$ cat src/rtl/pvc_pkg.sv
package pvc_pkg;
  localparam int unsigned ADDR_W = 24;
  localparam int unsigned IDX_W  = 7;
  localparam int unsigned PRIO_W = 4;
  localparam int unsigned ULVL_W = 3;

  typedef logic [ADDR_W-1:0] addr_t;
  typedef logic [IDX_W-1:0]  vidx_t;
  typedef logic [PRIO_W-1:0] prio_t;
  typedef logic [ULVL_W-1:0] ulvl_t;

  localparam prio_t TRAP_PRIO = prio_t'(8);

  typedef struct packed {
    logic  vld;
    vidx_t idx;
    prio_t lvl;
  } win_t;

  // slot address: table base plus two units per vector index
  function automatic addr_t slot_addr(input addr_t base, input vidx_t idx);
    return base + (addr_t'(idx) << 1);
  endfunction

  // effective priority of a maskable source, zero when not presentable
  function automatic prio_t irq_prio(input logic en, input logic pend,
                                     input ulvl_t lvl, input prio_t ipl);
    prio_t wide;
    wide = prio_t'(lvl);
    return (en && pend && (wide > ipl)) ? wide : '0;
  endfunction

  // effective priority of a trap: never masked
  function automatic prio_t trap_prio(input logic pend);
    return pend ? TRAP_PRIO : '0;
  endfunction
endpackage

$ cat src/rtl/pvc_pending.sv
module pvc_pending #(
  parameter int unsigned N = 24
) (
  input  logic         clk,
  input  logic         rst_n,
  input  logic [N-1:0] set_i,
  input  logic [N-1:0] clr_i,
  output logic [N-1:0] pend_o
);
  // a new request in the same cycle as its clear keeps the flag set
  for (genvar g = 0; g < N; g++) begin : g_flag
    always_ff @(posedge clk) begin
      if (!rst_n)          pend_o[g] <= 1'b0;
      else if (set_i[g])   pend_o[g] <= 1'b1;
      else if (clr_i[g])   pend_o[g] <= 1'b0;
    end
  end
endmodule

$ cat src/rtl/pvc_arbiter.sv
module pvc_arbiter
  import pvc_pkg::*;
#(
  parameter int unsigned NUM_SRC = 24
) (
  input  logic [NUM_SRC-1:0][PRIO_W-1:0] prio_i,
  output win_t                           win_o
);
  // scan from the highest index down, ">=" lets lower indices take ties
  always_comb begin
    prio_t best;
    best  = '0;
    win_o = '0;
    for (int i = NUM_SRC - 1; i >= 0; i--) begin
      if (prio_i[i] != '0 && prio_i[i] >= best) begin
        best      = prio_i[i];
        win_o.vld = 1'b1;
        win_o.idx = vidx_t'(i);
        win_o.lvl = prio_i[i];
      end
    end
  end
endmodule

$ cat src/rtl/pvc_prio_stack.sv
module pvc_prio_stack
  import pvc_pkg::*;
#(
  parameter int unsigned DEPTH = 8
) (
  input  logic  clk,
  input  logic  rst_n,
  input  logic  push_i,
  input  prio_t push_val_i,
  input  logic  pop_i,
  output prio_t cur_o,
  output logic  empty_o
);
  localparam int unsigned SP_W = $clog2(DEPTH + 1);
  localparam int unsigned AW   = (DEPTH > 1) ? $clog2(DEPTH) : 1;

  logic [DEPTH-1:0][PRIO_W-1:0] saved;
  logic [SP_W-1:0]              sp;
  logic [SP_W-1:0]              top;

  assign top     = sp - SP_W'(1);
  assign empty_o = (sp == '0);

  always_ff @(posedge clk) begin
    if (!rst_n) begin
      saved <= '0;
      sp    <= '0;
      cur_o <= '0;
    end else if (push_i) begin
      // a push past the last slot loses the saved level
      if (sp < SP_W'(DEPTH)) begin
        saved[sp[AW-1:0]] <= cur_o;
        sp                <= sp + SP_W'(1);
      end
      cur_o <= push_val_i;
    end else if (pop_i) begin
      if (!empty_o) begin
        cur_o <= saved[top[AW-1:0]];
        sp    <= top;
      end else begin
        cur_o <= '0;
      end
    end
  end
endmodule

$ cat src/rtl/prio_vector_ctrl.sv
module prio_vector_ctrl
  import pvc_pkg::*;
#(
  parameter int unsigned NUM_TRAP  = 8,
  parameter int unsigned NUM_IRQ   = 16,
  parameter int unsigned STK_DEPTH = 8,
  parameter logic [23:0] DEF_BASE  = 24'h000004,
  parameter logic [23:0] ALT_BASE  = 24'h000104,
  localparam int unsigned SEL_W    = (NUM_IRQ > 1) ? $clog2(NUM_IRQ) : 1
) (
  input  logic                clk,
  input  logic                rst_n,
  input  logic [NUM_TRAP-1:0] trap_req,
  input  logic [NUM_IRQ-1:0]  irq_req,
  input  logic                cfg_we,
  input  logic [SEL_W-1:0]    cfg_sel,
  input  logic [2:0]          cfg_level,
  input  logic                cfg_en,
  input  logic                ctl_we,
  input  logic [15:0]         ctl_wdata,
  input  logic                cpu_ack,
  input  logic                cpu_ret,
  output logic                irq_out,
  output logic [6:0]          vec_idx,
  output logic [23:0]         vec_addr,
  output logic [3:0]          cpu_ipl
);
  localparam int unsigned NUM_SRC = NUM_TRAP + NUM_IRQ;
  localparam int unsigned ALT_BIT = 15;

  // per-source configuration
  ulvl_t               src_lvl [NUM_IRQ];
  logic [NUM_IRQ-1:0]  src_en;
  logic                alt_q;

  // named internal events
  logic [NUM_SRC-1:0]              pend;
  logic [NUM_TRAP-1:0]             trap_pend;
  logic [NUM_IRQ-1:0]              irq_pend;
  logic [NUM_SRC-1:0]              clr_vec;
  logic [NUM_SRC-1:0][PRIO_W-1:0]  eff_prio;
  win_t                            win;
  logic                            ack_take;
  logic                            ret_take;
  logic                            stk_empty;
  prio_t                           ipl;

  // registered presentation
  logic  out_vld;
  vidx_t out_idx;
  prio_t out_lvl;
  addr_t out_addr;

  for (genvar g = 0; g < NUM_IRQ; g++) begin : g_cfg
    always_ff @(posedge clk) begin
      if (!rst_n) begin
        src_lvl[g] <= '0;
        src_en[g]  <= 1'b0;
      end else if (cfg_we && int'(cfg_sel) == g) begin
        src_lvl[g] <= cfg_level;
        src_en[g]  <= cfg_en;
      end
    end
  end

  always_ff @(posedge clk) begin
    if (!rst_n)      alt_q <= 1'b0;
    else if (ctl_we) alt_q <= ctl_wdata[ALT_BIT];
  end

  assign ack_take = cpu_ack && out_vld;
  assign ret_take = cpu_ret && !ack_take;
  assign clr_vec  = ack_take ? (NUM_SRC'(1) << out_idx) : '0;

  pvc_pending #(.N(NUM_SRC)) u_pend (
    .clk    (clk),
    .rst_n  (rst_n),
    .set_i  ({irq_req, trap_req}),
    .clr_i  (clr_vec),
    .pend_o (pend)
  );

  assign trap_pend = pend[NUM_TRAP-1:0];
  assign irq_pend  = pend[NUM_SRC-1:NUM_TRAP];

  for (genvar t = 0; t < NUM_TRAP; t++) begin : g_trap_prio
    assign eff_prio[t] = trap_prio(trap_pend[t]);
  end
  for (genvar s = 0; s < NUM_IRQ; s++) begin : g_irq_prio
    assign eff_prio[NUM_TRAP + s] = irq_prio(src_en[s], irq_pend[s], src_lvl[s], ipl);
  end

  pvc_arbiter #(.NUM_SRC(NUM_SRC)) u_arb (
    .prio_i (eff_prio),
    .win_o  (win)
  );

  pvc_prio_stack #(.DEPTH(STK_DEPTH)) u_stk (
    .clk        (clk),
    .rst_n      (rst_n),
    .push_i     (ack_take),
    .push_val_i (out_lvl),
    .pop_i      (ret_take),
    .cur_o      (ipl),
    .empty_o    (stk_empty)
  );

  // one register stage for every source: constant entry latency
  always_ff @(posedge clk) begin
    if (!rst_n || ack_take) begin
      out_vld  <= 1'b0;
      out_idx  <= '0;
      out_lvl  <= '0;
      out_addr <= '0;
    end else begin
      out_vld  <= win.vld;
      out_idx  <= win.idx;
      out_lvl  <= win.lvl;
      out_addr <= win.vld ? slot_addr(alt_q ? ALT_BASE : DEF_BASE, win.idx) : '0;
    end
  end

  assign irq_out  = out_vld;
  assign vec_idx  = out_idx;
  assign vec_addr = out_addr;
  assign cpu_ipl  = ipl;
endmodule

$ cat config.mk
export PLATFORM = sky130hd
export DESIGN_NAME = prio_vector_ctrl
export DESIGN_NICKNAME = d
export VERILOG_FILES = /design/src/rtl/pvc_pkg.sv /design/src/rtl/pvc_pending.sv /design/src/rtl/pvc_arbiter.sv /design/src/rtl/pvc_prio_stack.sv /design/src/rtl/prio_vector_ctrl.sv
export SDC_FILE = /design/constraint.sdc
export NUM_CORES = 1
export LEC_CHECK = 0
export ABC_AREA = 1
export ABC_CLOCK_PERIOD_IN_PS = 25000
export CAP_MARGIN = 10
export CORE_MARGIN = 2
export CORE_UTILIZATION = 30
export CTS_BUF_LIST = sky130_fd_sc_hd__clkbuf_16
export DETAILED_ROUTE_END_ITERATION = 8
export PLACE_DENSITY_LB_ADDON = 0.15
export SKIP_LAST_GASP = 1
export SLEW_MARGIN = 15
export SYNTH_ARGS = -nofsm -noshare
export SYNTH_HDL_FRONTEND = slang
export SYNTH_HIERARCHICAL = 1
export SYNTH_SLANG_ARGS = --single-unit
$ cat constraint.sdc
create_clock -name clk -period 25 [get_ports clk]
set_input_delay 6.25 -clock clk [delete_from_list [all_inputs] [get_ports clk]]
set_output_delay 6.25 -clock clk [all_outputs]
set_load 0.05 [all_outputs]
==> results.toml <==
[status]
outcome = "completed"

[placed_design]
gp_congestion = 0.803
dpl.hpwl_um = 26300
portBuffers = 59

[global_route]
gr-usage-met3_pct = 1.76
grt_pass1_vias = 11300
overflow = 0
grt_pass1_wl_um = 54700
grt_util_met1_pct = 20.6
grt_usage_pct = 15.4
top_usage_layer = "met2"
met2_usage_pct = 26.5
antenna_found_initial = 0
grt_max_degree = 96

[sta]
period_minus_slack_ps = 22890
setup_viol = 0
fin_crit_sh_pct = 91.6
slew-limit-headroom_pct = 36.8
clock_skew_ps = 10.7
hold_viol = 0
drv_slew = 0
whs_ps = 453
tightest_slew_ps = 948
fmax_mhz = 43.7

[floorplanning]
ios = 90
core-area_um2 = 41100
die_width_um = 209
die_h_um = 209
initial_core_util_pct = 30.6
num_rows = 74
dieArea_um2 = 43500

[setup_path]
path_max_fanout = 7
crit_slowest_cell = "edfxtp_1"
r2r_setup_slack_ps = 2110
cpMostUsedCell = "nand2_2"
worst_ep_arrival_time_ps = 23240
required_ps = 25340
critPathLaunchType = "flip-flop"
end_kind = "flip-flop"
crit_type = "reg -> reg"
cpPeakStageDelay_ps = 440

[route]
antenna_left = 0
wire_per_inst_um = 12.2
dr.pass1.iters = 5
avgViaCountPerCell = 4.37
drc = 0
vias = 12100
wirelength_um = 33900
first_iter_violations = 583

[logic_synthesis]
synth_edf_count = 48
synth_warnings = 6
synthArstFlopShare_pct = 0
synth_most_common_cell = "nand2_1"
synth_cells = 1956
synth_seq_area_share_pct = 27.7
synth_area_um2 = 12600
synth_top_area_share_pct = 16.3
yosysTopAreaCell = "dfxtp_1"
yosys-top-cells-area = "dfxtp_1, nand2_1, inv_1"
synth-seq-cells = 150
synthTopCellsByCount = "nand2_1, inv_1, nand3_1"
yosysUniqueCellTypes = 37
syn_area_per_cell_um2 = 6.42
ys.flop_type = "dfxtp_1"

[hold_path]
min_path_type = "reg -> reg"

[final_layout]
syn_to_final_growth_pct = 28.6
fin_nets = 2389
drive_gt1_share_pct = 19.0
n_antenna_cell = 0

[clock_network]
cts_htree_levels = 4
clk_latency_ps = 430
cts_buffers = 17
root_buffer = "clkbuf_16"
cts.clk_slew.worst_paths_ps = 70
clock_path_buffers = 2
cts.sinks = 150
cts_tree = "built"

[flow_run]
drv_cap = 0
[per-stage QoR]
| step | setup TNS (ps) | setup WS, ps | area (µm²) | std cells | util [%] |
|---|---|---|---|---|---|
| 2_1_floorplan | 0 | 563 | 13000 | 2079 | - |
| 6_report | 0 | 2110 | 16200 | 2774 | 39.3 |
| 3_5_place_dp | -5260 | -563 | 14600 | 2698 | 35.4 |
| 5_1_grt | -913 | -161 | 16200 | 2774 | 39.3 |
| 4_1_cts | 0 | 15.9 | 15200 | 2732 | 37.0 |
| 3_3_place_gp | -2360 | -381 | 14600 | 2698 | 35.4 |
[final cells by class]
class                      instances  area, µm²
timing repair buffer             176       1500
clock buffer                      17        425
multi-input combinational       1478       8380
inverter                         406       1530
fill                            4484      25000
tap                              532        666
clock inverter                    15        179
sequential                       150       3490
[layout by cell type, fill, tap and decap left out, types with 2 or more instances in the layout]
master / count
nand2_1: 392
inv_1: 382
nor2_1: 221
nand3_1: 214
conb_1: 125
buf_4: 109
dfxtp_1: 99
ha_1: 92
nand2_2: 91
a21oi_1: 63
o21ai_0: 62
clkdlybuf4s50_1: 58
edfxtp_1: 48
nand2_4: 40
nand3_2: 34
o21ai_2: 27
o21ai_1: 24
a21oi_2: 22
inv_2: 21
nand4_1: 18
clkbuf_16: 17
ha_4: 14
nor2_4: 10
inv_6: 8
buf_6: 7
a22oi_1: 4
nor2_2: 3
nor3_1: 3
inv_8: 3
o21ai_4: 3
dfxtp_2: 3
nor3_4: 2
bufinv_16: 2
clkinvlp_4: 2
clkinv_1: 2
o21a_1: 2
and2_1: 2
[flip-flops by register name, indices dropped and copies added, names as in the netlist]
name	count
u_pend/pend_o	24
src_en	16
u_stk/saved	32
u_stk/cur_o	4
src_lvl	48
u_stk/sp	4
alt_q	1
vec_idx	7
irq_out	1
vec_addr	9
out_lvl	4
[final timing paths]
path                            endpoint                    startpoint  cells after the start
max               vec_addr[4]$_SDFF_PP0_  src_lvl[1][22]$_SDFFCE_PN0P_                    239
min reg2reg  u_stk/saved[3]$_SDFFE_PN0P_   u_stk/saved[3]$_SDFFE_PN0P_                      2
min          u_stk/saved[3]$_SDFFE_PN0P_   u_stk/saved[3]$_SDFFE_PN0P_                      2
max reg2reg       vec_addr[4]$_SDFF_PP0_  src_lvl[1][22]$_SDFFCE_PN0P_                    239
[kinds of logic (layout without fill, tap and decap cells)]
group,count (synthesis),count (layout),synth area share (%)
simple gates,1036,1036,38.1
fa+ha+maj,106,106,10.6
compound gates,209,209,9.09
xor+xnor,2,2,0.139
flops,150,150,27.7
other cells,2,125,0.0598
buf+inv,451,614,14.3
[per-layer routing]
metal | up-vias | routed length (µm)
met1 | 5396 | 16500
li1 | 6560 | -
met3 | 30 | 841
met2 | 135 | 16000
met4 | 0 | 513
met5 | - | 0
[timing repair]
item | 4_1_cts | 5_1_grt
pin swaps | 16 | 138
buffers inserted | 2 | 42
endpoints found under the setup margin | 17 | 17
hold buffers | 0 | 0
resized for setup | 27 | 176
[critical path: cells and delay by family (launching register included)]
family / cells / cell delay [ps]
buf+inv: 13 / 1020
flops: 1 / 440
compound gates: 32 / 2900
simple gates: 170 / 12300
fa+ha+maj: 24 / 6040
Power is not shown: default switching activity piles up to over one toggle a cycle in this logic, so the estimate is an artifact.
